<file path="config.mk">
export PLATFORM = sky130hd
export DESIGN_NAME = ext_irq_sense
export DESIGN_NICKNAME = d
export VERILOG_FILES = /design/src/rtl/eis_pkg.sv /design/src/rtl/eis_sampler.sv /design/src/rtl/eis_sense.sv /design/src/rtl/eis_flags.sv /design/src/rtl/eis_regs.sv /design/src/rtl/ext_irq_sense.sv
export SDC_FILE = /design/constraint.sdc
export NUM_CORES = 1
export LEC_CHECK = 0
export ABC_AREA = 1
export BUFFER_PORTS_ARGS = -buffer_cell sky130_fd_sc_hd__buf_2
export CAP_MARGIN = 20
export CORE_ASPECT_RATIO = 1.4
export CORE_MARGIN = 4
export CORE_UTILIZATION = 40
export DETAILED_ROUTE_END_ITERATION = 10
export GPL_TIMING_DRIVEN = 0
export PLACE_DENSITY = 0.58
export SLEW_MARGIN = 20
export SYNTH_ARGS = -nofsm -noshare
export SYNTH_HDL_FRONTEND = slang
export SYNTH_SLANG_ARGS = --single-unit
</file>
<file path="constraint.sdc">
create_clock -name clk -period 1.59 [get_ports clk]
set_clock_uncertainty 0.1 [all_clocks]
set_input_delay 0.2385 -clock clk [delete_from_list [all_inputs] [get_ports clk]]
set_output_delay 0.2385 -clock clk [all_outputs]
set_load 0.05 [all_outputs]
</file>
<file path="src/rtl/eis_pkg.sv">
package eis_pkg;
    localparam int GRP_PINS = 4;
    localparam int CODE_W   = 2;
    localparam int REG_W    = GRP_PINS * CODE_W;

    typedef enum logic [1:0] {
        SNS_LOW  = 2'b00,
        SNS_ANY  = 2'b01,
        SNS_FALL = 2'b10,
        SNS_RISE = 2'b11
    } sense_e;
endpackage

</file>
<file path="src/rtl/eis_sampler.sv">
module eis_sampler #(
    parameter int N_PINS = 8
) (
    input  logic              clk,
    input  logic              rst,
    input  logic [N_PINS-1:0] pin_i,
    output logic [N_PINS-1:0] cur_o,
    output logic [N_PINS-1:0] prev_o
);
    typedef struct packed {
        logic [N_PINS-1:0] meta;
        logic [N_PINS-1:0] cur;
        logic [N_PINS-1:0] prev;
    } smp_t;

    smp_t s_d, s_q;

    always_comb begin
        s_d      = s_q;
        s_d.meta = pin_i;
        s_d.cur  = s_q.meta;
        s_d.prev = s_q.cur;
    end

    always_ff @(posedge clk) begin
        if (rst) s_q <= '0;
        else     s_q <= s_d;
    end

    assign cur_o  = s_q.cur;
    assign prev_o = s_q.prev;
endmodule

</file>
<file path="src/rtl/eis_sense.sv">
module eis_sense
    import eis_pkg::*;
#(
    parameter int N_PINS   = 8,
    parameter int ANY_FROM = 4
) (
    input  logic [CODE_W*N_PINS-1:0] code_i,
    input  logic [N_PINS-1:0]        cur_i,
    input  logic [N_PINS-1:0]        prev_i,
    output logic [N_PINS-1:0]        evt_o,
    output logic [N_PINS-1:0]        level_o
);
    for (genvar k = 0; k < N_PINS; k++) begin : g_pin
        sense_e mode;
        logic   rise;
        logic   fall;
        logic   hit;

        assign mode       = sense_e'(code_i[CODE_W*k +: CODE_W]);
        assign rise       = cur_i[k] & ~prev_i[k];
        assign fall       = ~cur_i[k] & prev_i[k];
        assign level_o[k] = (mode == SNS_LOW) && !cur_i[k];

        if (k >= ANY_FROM) begin : g_toggle
            always_comb begin
                case (mode)
                    SNS_ANY:  hit = rise | fall;
                    SNS_FALL: hit = fall;
                    SNS_RISE: hit = rise;
                    default:  hit = 1'b0;
                endcase
            end
        end else begin : g_reserved
            always_comb begin
                case (mode)
                    SNS_FALL: hit = fall;
                    SNS_RISE: hit = rise;
                    default:  hit = 1'b0;
                endcase
            end
        end

        assign evt_o[k] = hit;
    end
endmodule

</file>
<file path="src/rtl/eis_flags.sv">
module eis_flags #(
    parameter int N_PINS = 8
) (
    input  logic              clk,
    input  logic              rst,
    input  logic [N_PINS-1:0] set_i,
    input  logic [N_PINS-1:0] clr_i,
    output logic [N_PINS-1:0] pend_o
);
    typedef struct packed {
        logic [N_PINS-1:0] pend;
    } flg_t;

    flg_t f_d, f_q;

    always_comb begin
        f_d      = f_q;
        f_d.pend = (f_q.pend & ~clr_i) | set_i;
    end

    always_ff @(posedge clk) begin
        if (rst) f_q <= '0;
        else     f_q <= f_d;
    end

    assign pend_o = f_q.pend;

    for (genvar k = 0; k < N_PINS; k++) begin : g_chk
        AST_SET_WINS: assert property (@(posedge clk) disable iff (rst)
            set_i[k] |=> f_q.pend[k]);
        AST_CLEAR_DROPS: assert property (@(posedge clk) disable iff (rst)
            (clr_i[k] && !set_i[k]) |=> !f_q.pend[k]);
        AST_FLAG_HOLDS: assert property (@(posedge clk) disable iff (rst)
            (f_q.pend[k] && !clr_i[k]) |=> f_q.pend[k]);
    end
endmodule

</file>
<file path="src/rtl/eis_regs.sv">
module eis_regs
    import eis_pkg::*;
#(
    parameter int N_PINS = 8,
    parameter int ADDR_W = 2
) (
    input  logic                     clk,
    input  logic                     rst,
    input  logic                     wr_en_i,
    input  logic [ADDR_W-1:0]        wr_addr_i,
    input  logic [REG_W-1:0]         wr_data_i,
    input  logic [ADDR_W-1:0]        rd_addr_i,
    input  logic [N_PINS-1:0]        pend_i,
    output logic [REG_W-1:0]         rd_data_o,
    output logic [CODE_W*N_PINS-1:0] code_o,
    output logic [N_PINS-1:0]        mask_o,
    output logic [N_PINS-1:0]        clr_o
);
    localparam int N_CTRL    = N_PINS / GRP_PINS;
    localparam int MASK_ADDR = N_CTRL;
    localparam int FLAG_ADDR = N_CTRL + 1;

    typedef struct packed {
        logic [N_CTRL-1:0][REG_W-1:0] ctrl;
        logic [N_PINS-1:0]            mask;
    } reg_t;

    reg_t r_d, r_q;

    always_comb begin
        r_d   = r_q;
        clr_o = '0;
        if (wr_en_i) begin
            for (int g = 0; g < N_CTRL; g++) begin
                if (wr_addr_i == ADDR_W'(g)) r_d.ctrl[g] = wr_data_i;
            end
            if (wr_addr_i == ADDR_W'(MASK_ADDR)) r_d.mask = wr_data_i[N_PINS-1:0];
            if (wr_addr_i == ADDR_W'(FLAG_ADDR)) clr_o = wr_data_i[N_PINS-1:0];
        end
    end

    always_ff @(posedge clk) begin
        if (rst) r_q <= '0;
        else     r_q <= r_d;
    end

    always_comb begin
        rd_data_o = '0;
        for (int g = 0; g < N_CTRL; g++) begin
            if (rd_addr_i == ADDR_W'(g)) rd_data_o = r_q.ctrl[g];
        end
        if (rd_addr_i == ADDR_W'(MASK_ADDR)) rd_data_o = REG_W'(r_q.mask);
        if (rd_addr_i == ADDR_W'(FLAG_ADDR)) rd_data_o = REG_W'(pend_i);
    end

    assign code_o = r_q.ctrl;
    assign mask_o = r_q.mask;
endmodule

</file>
<file path="src/rtl/ext_irq_sense.sv">
module ext_irq_sense
    import eis_pkg::*;
#(
    parameter  int N_PINS   = 8,
    parameter  int ANY_FROM = 4,
    localparam int N_CTRL   = N_PINS / GRP_PINS,
    localparam int ADDR_W   = $clog2(N_CTRL + 2)
) (
    input  logic              clk,
    input  logic              rst,
    input  logic [N_PINS-1:0] pin_i,
    input  logic              gie_i,
    input  logic [N_PINS-1:0] ack_i,
    input  logic              wr_en_i,
    input  logic [ADDR_W-1:0] wr_addr_i,
    input  logic [REG_W-1:0]  wr_data_i,
    input  logic [ADDR_W-1:0] rd_addr_i,
    output logic [REG_W-1:0]  rd_data_o,
    output logic [N_PINS-1:0] irq_o
);
    logic [CODE_W*N_PINS-1:0] code_w;
    logic [N_PINS-1:0]        mask_w;
    logic [N_PINS-1:0]        swclr_w;
    logic [N_PINS-1:0]        pend_w;
    logic [N_PINS-1:0]        cur_w;
    logic [N_PINS-1:0]        prev_w;
    logic [N_PINS-1:0]        evt_w;
    logic [N_PINS-1:0]        lvl_w;

    eis_sampler #(.N_PINS(N_PINS)) u_sampler (
        .clk    (clk),
        .rst    (rst),
        .pin_i  (pin_i),
        .cur_o  (cur_w),
        .prev_o (prev_w)
    );

    eis_sense #(.N_PINS(N_PINS), .ANY_FROM(ANY_FROM)) u_sense (
        .code_i  (code_w),
        .cur_i   (cur_w),
        .prev_i  (prev_w),
        .evt_o   (evt_w),
        .level_o (lvl_w)
    );

    eis_flags #(.N_PINS(N_PINS)) u_flags (
        .clk    (clk),
        .rst    (rst),
        .set_i  (evt_w),
        .clr_i  (swclr_w | ack_i),
        .pend_o (pend_w)
    );

    eis_regs #(.N_PINS(N_PINS), .ADDR_W(ADDR_W)) u_regs (
        .clk       (clk),
        .rst       (rst),
        .wr_en_i   (wr_en_i),
        .wr_addr_i (wr_addr_i),
        .wr_data_i (wr_data_i),
        .rd_addr_i (rd_addr_i),
        .pend_i    (pend_w),
        .rd_data_o (rd_data_o),
        .code_o    (code_w),
        .mask_o    (mask_w),
        .clr_o     (swclr_w)
    );

    assign irq_o = (lvl_w | pend_w) & mask_w & {N_PINS{gie_i}};

    AST_RESET_CLEAR: assert property (@(posedge clk)
        rst |=> (pend_w == '0 && mask_w == '0 && code_w == '0));

    for (genvar k = 0; k < N_PINS; k++) begin : g_chk
        AST_LEVEL_NO_FLAG: assert property (@(posedge clk) disable iff (rst)
            $rose(pend_w[k]) |-> ($past(code_w[CODE_W*k +: CODE_W]) != SNS_LOW));
        if (k < ANY_FROM) begin : g_rsv
            AST_RSV_SILENT: assert property (@(posedge clk) disable iff (rst)
                $rose(pend_w[k]) |-> ($past(code_w[CODE_W*k +: CODE_W]) != SNS_ANY));
        end
    end
endmodule

</file>
-- After elaboration in Yosys (flattened, before gate mapping)
Index checks and enable logic that the tools add are counted.
- flip-flop bits (word level): 56
- output and inout port bits: 16
- eq/ne operators: 26
- multiplexer cells: 14
- bitwise logic cells: 43
- reductions and logical operators: 29
- operator list (kind ; number):
    $mux 8 ; 6
    $eq 2x2->1 const B ; 20
    $and 8x8->8 ; 3
    $or 8x8->8 ; 3
    $logic_not 2->1 ; 10
    $and 1x1->1 ; 16
    $not 1->1 ; 16
    $eq 2x1->1 const B ; 6
    $pmux 1 s3 ; 4
    $logic_and 1x1->1 ; 8
    $logic_not 1->1 ; 8
    $not 8->8 ; 1
    $pmux 1 s2 ; 4
    $reduce_and 2->1 ; 3
    $or 1x1->1 ; 4

-- Logic depth before layout (Yosys ltp)
Gate-level depths: netlist of run 1.
- depth after elaboration: 7
- mapped depth: 7
- mapped depth without buffers: 7

-- Hierarchy
From an unflattened synthesis of run 1, not the netlist that was laid out.
- cells, all modules: 474
- area total of the unflattened synthesis: 3091.7 µm²
- modules (own cells, without submodules) (module ; instances ; cells an instance ; area each (µm²)):
    eis_regs ; 1 ; 214 ; 1341.3
    eis_sampler ; 1 ; 82 ; 743.2
    eis_sense ; 1 ; 104 ; 530.5
    eis_flags ; 1 ; 41 ; 331.6
    ext_irq_sense ; 1 ; 33 ; 145.1

-- Worst setup path before layout of run 1
No wires, ideal clock.
- path type: input -> output
- start: input gie_i
- end: output irq_o[4]
- arrival time: 1291 ps
- data required time: 1251 ps
- setup slack: -39 ps
- stages: 3
- cell sequence: clkbuf_1 > nand2_1 > a21oi_1
- word-level cells in the longest chain between the ends: 1
- ends and longest elaborated chain (what ; RTL line ; text):
    start, declared ; ext_irq_sense.sv:12 ; input logic gie_i,
    $and 8x8->8 ; ext_irq_sense.sv:68 ; assign irq_o = (lvl_w | pend_w) & mask_w & {N_PINS{gie_i}};
    end, declared ; ext_irq_sense.sv:19 ; output logic [N_PINS-1:0] irq_o
Every way passes these cells.

-- Final worst setup path of run 1
- start: input rd_addr_i[0]
- end: output rd_data_o[5]
- word-level cells in the longest chain between the ends: 5
- elaborated cells on any way between the ends: 8
- classes of those cells: 3 x eq/ne; 4 x mux; 1 x reduce/logical
- ends and longest elaborated chain (what ; RTL line ; text):
    start, declared ; ext_irq_sense.sv:17 ; input logic [ADDR_W-1:0] rd_addr_i,
    $logic_not 2->1 ; eis_regs.sv:50 ; if (rd_addr_i == ADDR_W'(g)) rd_data_o = r_q.ctrl[g];
    $mux 8 (2 in a row) ; eis_regs.sv:50 ;
    $mux 8 ; eis_regs.sv:52 ; if (rd_addr_i == ADDR_W'(MASK_ADDR)) rd_data_o = REG_W'(r_q.mask);
    $mux 8 (*) ; eis_regs.sv:53 ; if (rd_addr_i == ADDR_W'(FLAG_ADDR)) rd_data_o = REG_W'(pend_i);
    end, declared ; ext_irq_sense.sv:18 ; output logic [REG_W-1:0] rd_data_o,
Every way passes the cells marked *; elsewhere a longest branch is shown, timed or not.

==> results_dict.tcl, run 1 <==
set metrics [dict create \
    status "completed" \
    ir_drop_mv 0.477 \
    grt_pass1_vias 2404 \
    whs_endpoint "u_sampler.s_d[14]$_SDFF_PP0_" \
    drive_gt1_share_pct 19.9 \
    num_rows 35 \
    cts.path.max_buffers 2 \
    die_width_um 77.3 \
    max_slew_margin_pct 60.0 \
    cp_slowest_cell "nor2_2" \
    layout_commonest_cell "nor2_1" \
    hold_path_depth 3 \
    area_growth_pct 18.7 \
    clk_latency_ns 0.30 \
    rsz0062_at_grt "yes" \
    first_iter_violations 107 \
    clock.fmax_mhz 654 \
    cts-root-buf "clkbuf_8" \
    hold_class "in2reg" \
    vias 2546 \
    ctsHoldBuffers 0 \
    antenna_found_initial 0 \
    fin_crit_ns 1.53 \
    internal_power_w 0.00195 \
    grt.total_usage_pct 18.0 \
    maxCapViolCount 0 \
    h-tree-depth 2 \
    whs_ns 0.0236 \
    first_pass_iters 4 \
    path_delay_family "simple AND/OR/NAND/NOR gates" \
    dp_hpwl_um 5090 \
    setup_violations 0 \
    syn_nets 449 \
    die_height_um 105 \
    clock-sinks 56 \
    final_nets 501 \
    grt_overflow 0 \
    syn_inst 409 \
    slew_viol_final 0 \
    dieArea_sq_mm 0.00812 \
    ys_seq_elements 56 \
    antenna_left 0 \
    synth.distinct_cells 22 \
    r2r_cells 7 \
    worst-path-max-fanout 8 \
    startpoint_type "primary input" \
    routed_wl_um 6890 \
    power_density_mw_per_mm2 849 \
    p_seq_share_pct 55.5 \
    cts_tree "done" \
    cts_buffers 5 \
    grt_max_degree 16 \
    power.share.clock_pct 29.4 \
    tightest_slew_ns 0.599 \
    drcViolationCount 0 \
    timing.rr.start "u_sampler.cur_o[4]$_SDFF_PP0_" \
    syn-cell-area_sq_mm 0.00269 \
    most-common-layout-cells "nor2_1, nand2_1, inv_1" \
    crit_type "in2out" \
    initial_utilization_pct 41.0 \
    critical_path_required_ns 1.25 \
    clk_pin_slew_ns 0.10 \
    ys_warn_count 0 \
    cellLeakagePower_nw 1.59 \
    p_comb_share_pct 15.1 \
    synth_area_per_cell_sq_um 6.58 \
    nFillCells 716 \
    hold_viol_final 0 \
    ios 48 \
    endpoint_kind "primary output" \
    synth-seq-area-share_pct 41.7 \
    worstReg2RegEnd "u_flags.pend_o[4]$_SDFF_PP0_" \
    routabilityCongestion 0.781 \
    antenna_cells 0 \
    setup_tns_ns 0 \
    cp_num_buf_inv 2 \
    post-route-period-util_pct 96.1 \
    p_sw_w 0.000759 \
    grt_pass1_wl_um 11400 \
    holdCritStartpoint "pin_i[6]" \
    coreArea_sq_mm 0.00657 \
    critical-path-max-stage-delay_ns 0.33 \
    drt-wirelength-per-cell_um 12.9 \
    vias_per_cell 4.75 \
    cp_data_arrival_time_ns 1.19 \
    io_buffers 45 \
    reg2reg_slack_ns 0.36 \
    finalPower_w 0.00271 \
    netSwitchingFraction_pct 28.0 \
    worstPathCellList "buf_2 > nor2_2 > nand2_1 > nand4_1 > clkbuf_4" \
]
[synth_stat cells]
library cell	n	share of area (%)
a21oi_1	12	2.2
nand2_2	3	0.70
nor2_1	105	15
clkbuf_1	4	0.56
nand2_1	87	12
buf_6	2	0.84
nand3_1	12	2.2
nor2_4	1	0.42
nand4_1	8	1.9
nand2_4	1	0.42
nor2_2	2	0.47
inv_1	72	10
ha_1	8	3.7
o21ai_1	11	2.0
nand3_4	1	0.65
o21ai_2	2	0.65
buf_2	3	0.56
o21ai_0	15	2.8
inv_4	2	0.47
nor2_8	1	0.74
dfxtp_1	56	42
inv_2	1	0.14
[through the flow]
step	cells	util (%)	setup WS (ns)	instance area, sq um
global placement	528	46.0	-0.216	3020
floorplan	409	-	0.0640	2710
detailed placement	528	46.0	-0.230	3020
finish	536	48.6	0.0620	3190
CTS	536	47.7	0.000194	3140
global route	536	48.6	-0.00735	3190
[sequential cells by signal, indices dropped and copies added, names as in the netlist]
| register | flops |
|---|---|
| u_regs.code_o | 16 |
| u_sampler.s_d | 8 |
| u_sampler.cur_o | 8 |
| u_sampler.prev_o | 8 |
| u_flags.pend_o | 8 |
| u_regs.mask_o | 8 |
[tightest hold or removal path, stage by stage]
cell	delay, ns
buf_2	0.07
inv_1	0.03
nor2_1	0.06
[worst max path at each step]
stage | start | to | slack, ns | depth (start not counted)
after floorplan | gie_i | irq_o[0] | 0.06 | 3
after global placement | rd_addr_i[0] | rd_data_o[5] | -0.22 | 6
after detailed placement | rd_addr_i[0] | rd_data_o[5] | -0.23 | 6
after CTS | u_regs.code_o[8]$_SDFFE_PP0P_ | irq_o[4] | 0.0002 | 4
after global routing | u_regs.code_o[14]$_SDFFE_PP0P_ | irq_o[7] | -0.007 | 4
final | rd_addr_i[0] | rd_data_o[5] | 0.06 | 5
[cell type report]
| type | count | area (sq um) | area share (%) |
|---|---|---|---|
| Buffer | 9 | 52.6 | 1.65 |
| Clock buffer | 8 | 90.1 | 2.82 |
| Inverter | 75 | 287 | 8.97 |
| Multi-Input combinational cell | 269 | 1270 | 39.8 |
| Sequential cell | 56 | 1130 | 35.5 |
| Tap cell | 74 | 92.6 | 2.90 |
| Timing Repair Buffer | 45 | 268 | 8.38 |
[cells by family after synthesis]
logic type | synth area share, %
and+or+nand+nor | 34.3
AOI/OAI and AO/OA | 7.72
buffers and inverters | 12.6
DFF | 41.7
adders and majority gates | 3.72
[power by group through the flow]
stage	sequential (W)	combinational, W	clock [W]
3_3_place_gp	0.00153	0.000391	0
5_1_grt	0.00151	0.000462	0.000890
2_1_floorplan	0.00152	0.000265	0
4_1_cts	0.00150	0.000403	0.000832
3_5_place_dp	0.00154	0.000396	0
6_report	0.00151	0.000409	0.000797
[timing repair]
item,in CTS,in global routing
setup buffers,0,0
gates resized for setup,7,32
pin swaps,0,2
endpoints found under the setup margin,10,12
[metal layers]
| layer | track usage, % | wire length (um) |
|---|---|---|
| met1 | 21.4 | 2960 |
| met2 | 31.3 | 3480 |
| met3 | 3.97 | 315 |
| met4 | 6.87 | 141 |
| met5 | 0 | 0 |
No activity file was read; power rests on OpenSTA's default activity.
==> run 2: changes to the inputs <==
--- a/config.mk
+++ b/config.mk
@@ -11,6 +11,7 @@
 export CORE_ASPECT_RATIO = 1.4
 export CORE_MARGIN = 4
 export CORE_UTILIZATION = 40
+export CTS_BUF_LIST = sky130_fd_sc_hd__clkbuf_16
 export DETAILED_ROUTE_END_ITERATION = 10
 export GPL_TIMING_DRIVEN = 0
 export PLACE_DENSITY = 0.58
==> run 2 against run 1 <==
  * Cell area up 0.82%
  * Clock power up 30%
  * Total power up 8.9%
  * Fmax about the same
  * Flip-flop and latch count unchanged
  * Sequential power about the same
  * Die area unchanged
  * Non-clock buffer count unchanged
==> results_dict.tcl, run 2 (same netlist as run 1, synthesis figures left out) <==
set metrics [dict create \
    antenna_cells 0 \
    startpoint_type "primary input" \
    p_comb_share_pct 13.8 \
    status "completed" \
    critical_path_required_ns 1.25 \
    worst-path-max-fanout 8 \
    hold_viol_final 0 \
    nFillCells 708 \
    max_slew_margin_pct 60.0 \
    grt_overflow 0 \
    final_nets 501 \
    layout_commonest_cell "nor2_1" \
    num_rows 35 \
    place_area_sq_mm 0.00302 \
    cts_buffers 5 \
    fin_util_pct 49.0 \
    hold_class "in2reg" \
    die_width_um 77.3 \
    cts-root-buf "clkbuf_16" \
    endpoint_kind "primary output" \
    fin_crit_ns 1.53 \
    grt_pass1_wl_um 11500 \
    critical-path-max-stage-delay_ns 0.27 \
    clock-sinks 56 \
    seq_area_sq_mm 0.00112 \
    routabilityCongestion 0.781 \
    ios 48 \
    coreArea_sq_mm 0.00657 \
    drcViolationCount 0 \
    power_density_mw_per_mm2 917 \
    post-cts-setup-buffer-count 0 \
    dieArea_sq_mm 0.00812 \
    slew_viol_final 0 \
    cellLeakagePower_nw 1.61 \
    power.share.clock_pct 35.3 \
    stdcell_count 536 \
    stdcell_area_sq_mm 0.00322 \
    initial_utilization_pct 41.0 \
    cts.path.max_buffers 2 \
    first_pass_iters 4 \
    die_height_um 105 \
    first_iter_violations 149 \
    cpMostUsedCell "buf_2" \
    worstPathCellList "buf_2 > inv_1 > nor2_4 > nand2_1 > nand4_1 > buf_2" \
    antenna_left 0 \
    tightest_slew_ns 0.600 \
    antenna_found_initial 0 \
    multiInputGateArea_sq_mm 0.00127 \
    hold_path_depth 3 \
    dp_cells 528 \
    ir_drop_mv 0.657 \
    crit_type "in2out" \
    vias 2544 \
    io_buffers 45 \
    post-route-period-util_pct 96.2 \
    grt_max_degree 16 \
    largest_register_ffs 16 \
    p_seq_share_pct 50.9 \
    clock.fmax_mhz 654 \
    setup_tns_ns 0 \
    clk_latency_ns 0.29 \
    maxCapViolCount 0 \
    dp_hpwl_um 5090 \
    drive_gt1_share_pct 16.7 \
    cts_tree "done" \
    netSwitchingFraction_pct 26.8 \
    area_growth_pct 19.7 \
    setup_violations 0 \
    most-common-layout-cells "nor2_1, nand2_1, inv_1" \
    drt-wirelength-per-cell_um 13.1 \
    cp_data_arrival_time_ns 1.19 \
    p_sw_w 0.000791 \
    internal_power_w 0.00216 \
    routed_wl_um 7010 \
    vias_per_cell 4.75 \
    finalPower_w 0.00295 \
    cp_slowest_cell "buf_2" \
    h-tree-depth 2 \
    r2r_cells 7 \
    grt.total_usage_pct 18.2 \
    grt_pass1_vias 2412 \
    clk_pin_slew_ns 0.07 \
]
-- run 2: changes by cell type in the layout (fill, tap and decap cells not counted), sizes merged --
cell / delta
clkbuf: -3
inv: +2
clkinv: +1
-- run 2: power by group through the flow --
stage	clock network, W	logic, W	registers [W]
floorplan	0	0.000265	0.00152
global placement	0	0.000391	0.00153
detailed placement	0	0.000396	0.00154
CTS	0.00108	0.000403	0.00150
global route	0.00113	0.000461	0.00151
finish	0.00104	0.000408	0.00150
-- run 2: metrics by stage --
step                      hold slack, ns  setup WS, ns
after CTS                         0.0446       0.00529
after floorplan                    0.245        0.0640
after detailed placement           0.296        -0.230
after global routing              0.0600      -0.00868
after global placement             0.291        -0.216
final                             0.0431        0.0608
-- run 2: worst max-delay path, delay by kind of cell --
kind | cells | cell delay [ns]
simple gates | 3 | 0.42
buf+inv | 3 | 0.52
-- run 2: path summary, 6_finish.rpt --
path                            startpoint                       endpoint  slack (ns)
min                               pin_i[6]   u_sampler.s_d[14]$_SDFF_PP0_        0.04
max                           rd_addr_i[0]                   rd_data_o[4]        0.06
min reg2reg   u_sampler.s_d[13]$_SDFF_PP0_  u_sampler.cur_o[5]$_SDFF_PP0_        0.30
max reg2reg  u_sampler.cur_o[4]$_SDFF_PP0_   u_flags.pend_o[4]$_SDFF_PP0_        0.37
-- run 2: per-layer routing --
metal / vias up / part of all wire (%) / GRT usage (%)
met5: - / 0 / 0
li1: 1333 / - / -
met1: 1156 / 41 / 21.4
met3: 6 / 4.9 / 3.71
met2: 49 / 52 / 31.9
met4: 0 / 1.6 / 7.25
-- run 2: cell type report --
cell class / instances / share of cell area (%)
inverter: 75 / 8.90
timing repair buffer: 45 / 8.20
tap: 74 / 2.87
clock inverter: 3 / 0.350
buffer: 9 / 1.63
sequential: 56 / 34.8
multi-input combinational: 269 / 39.4
clock buffer: 5 / 3.89
-- run 2: timing repair --
action,CTS,global route
hold buffers,0,0
hold endpoints to repair,0,0
resized for setup,6,20
endpoints found under the setup margin,8,10
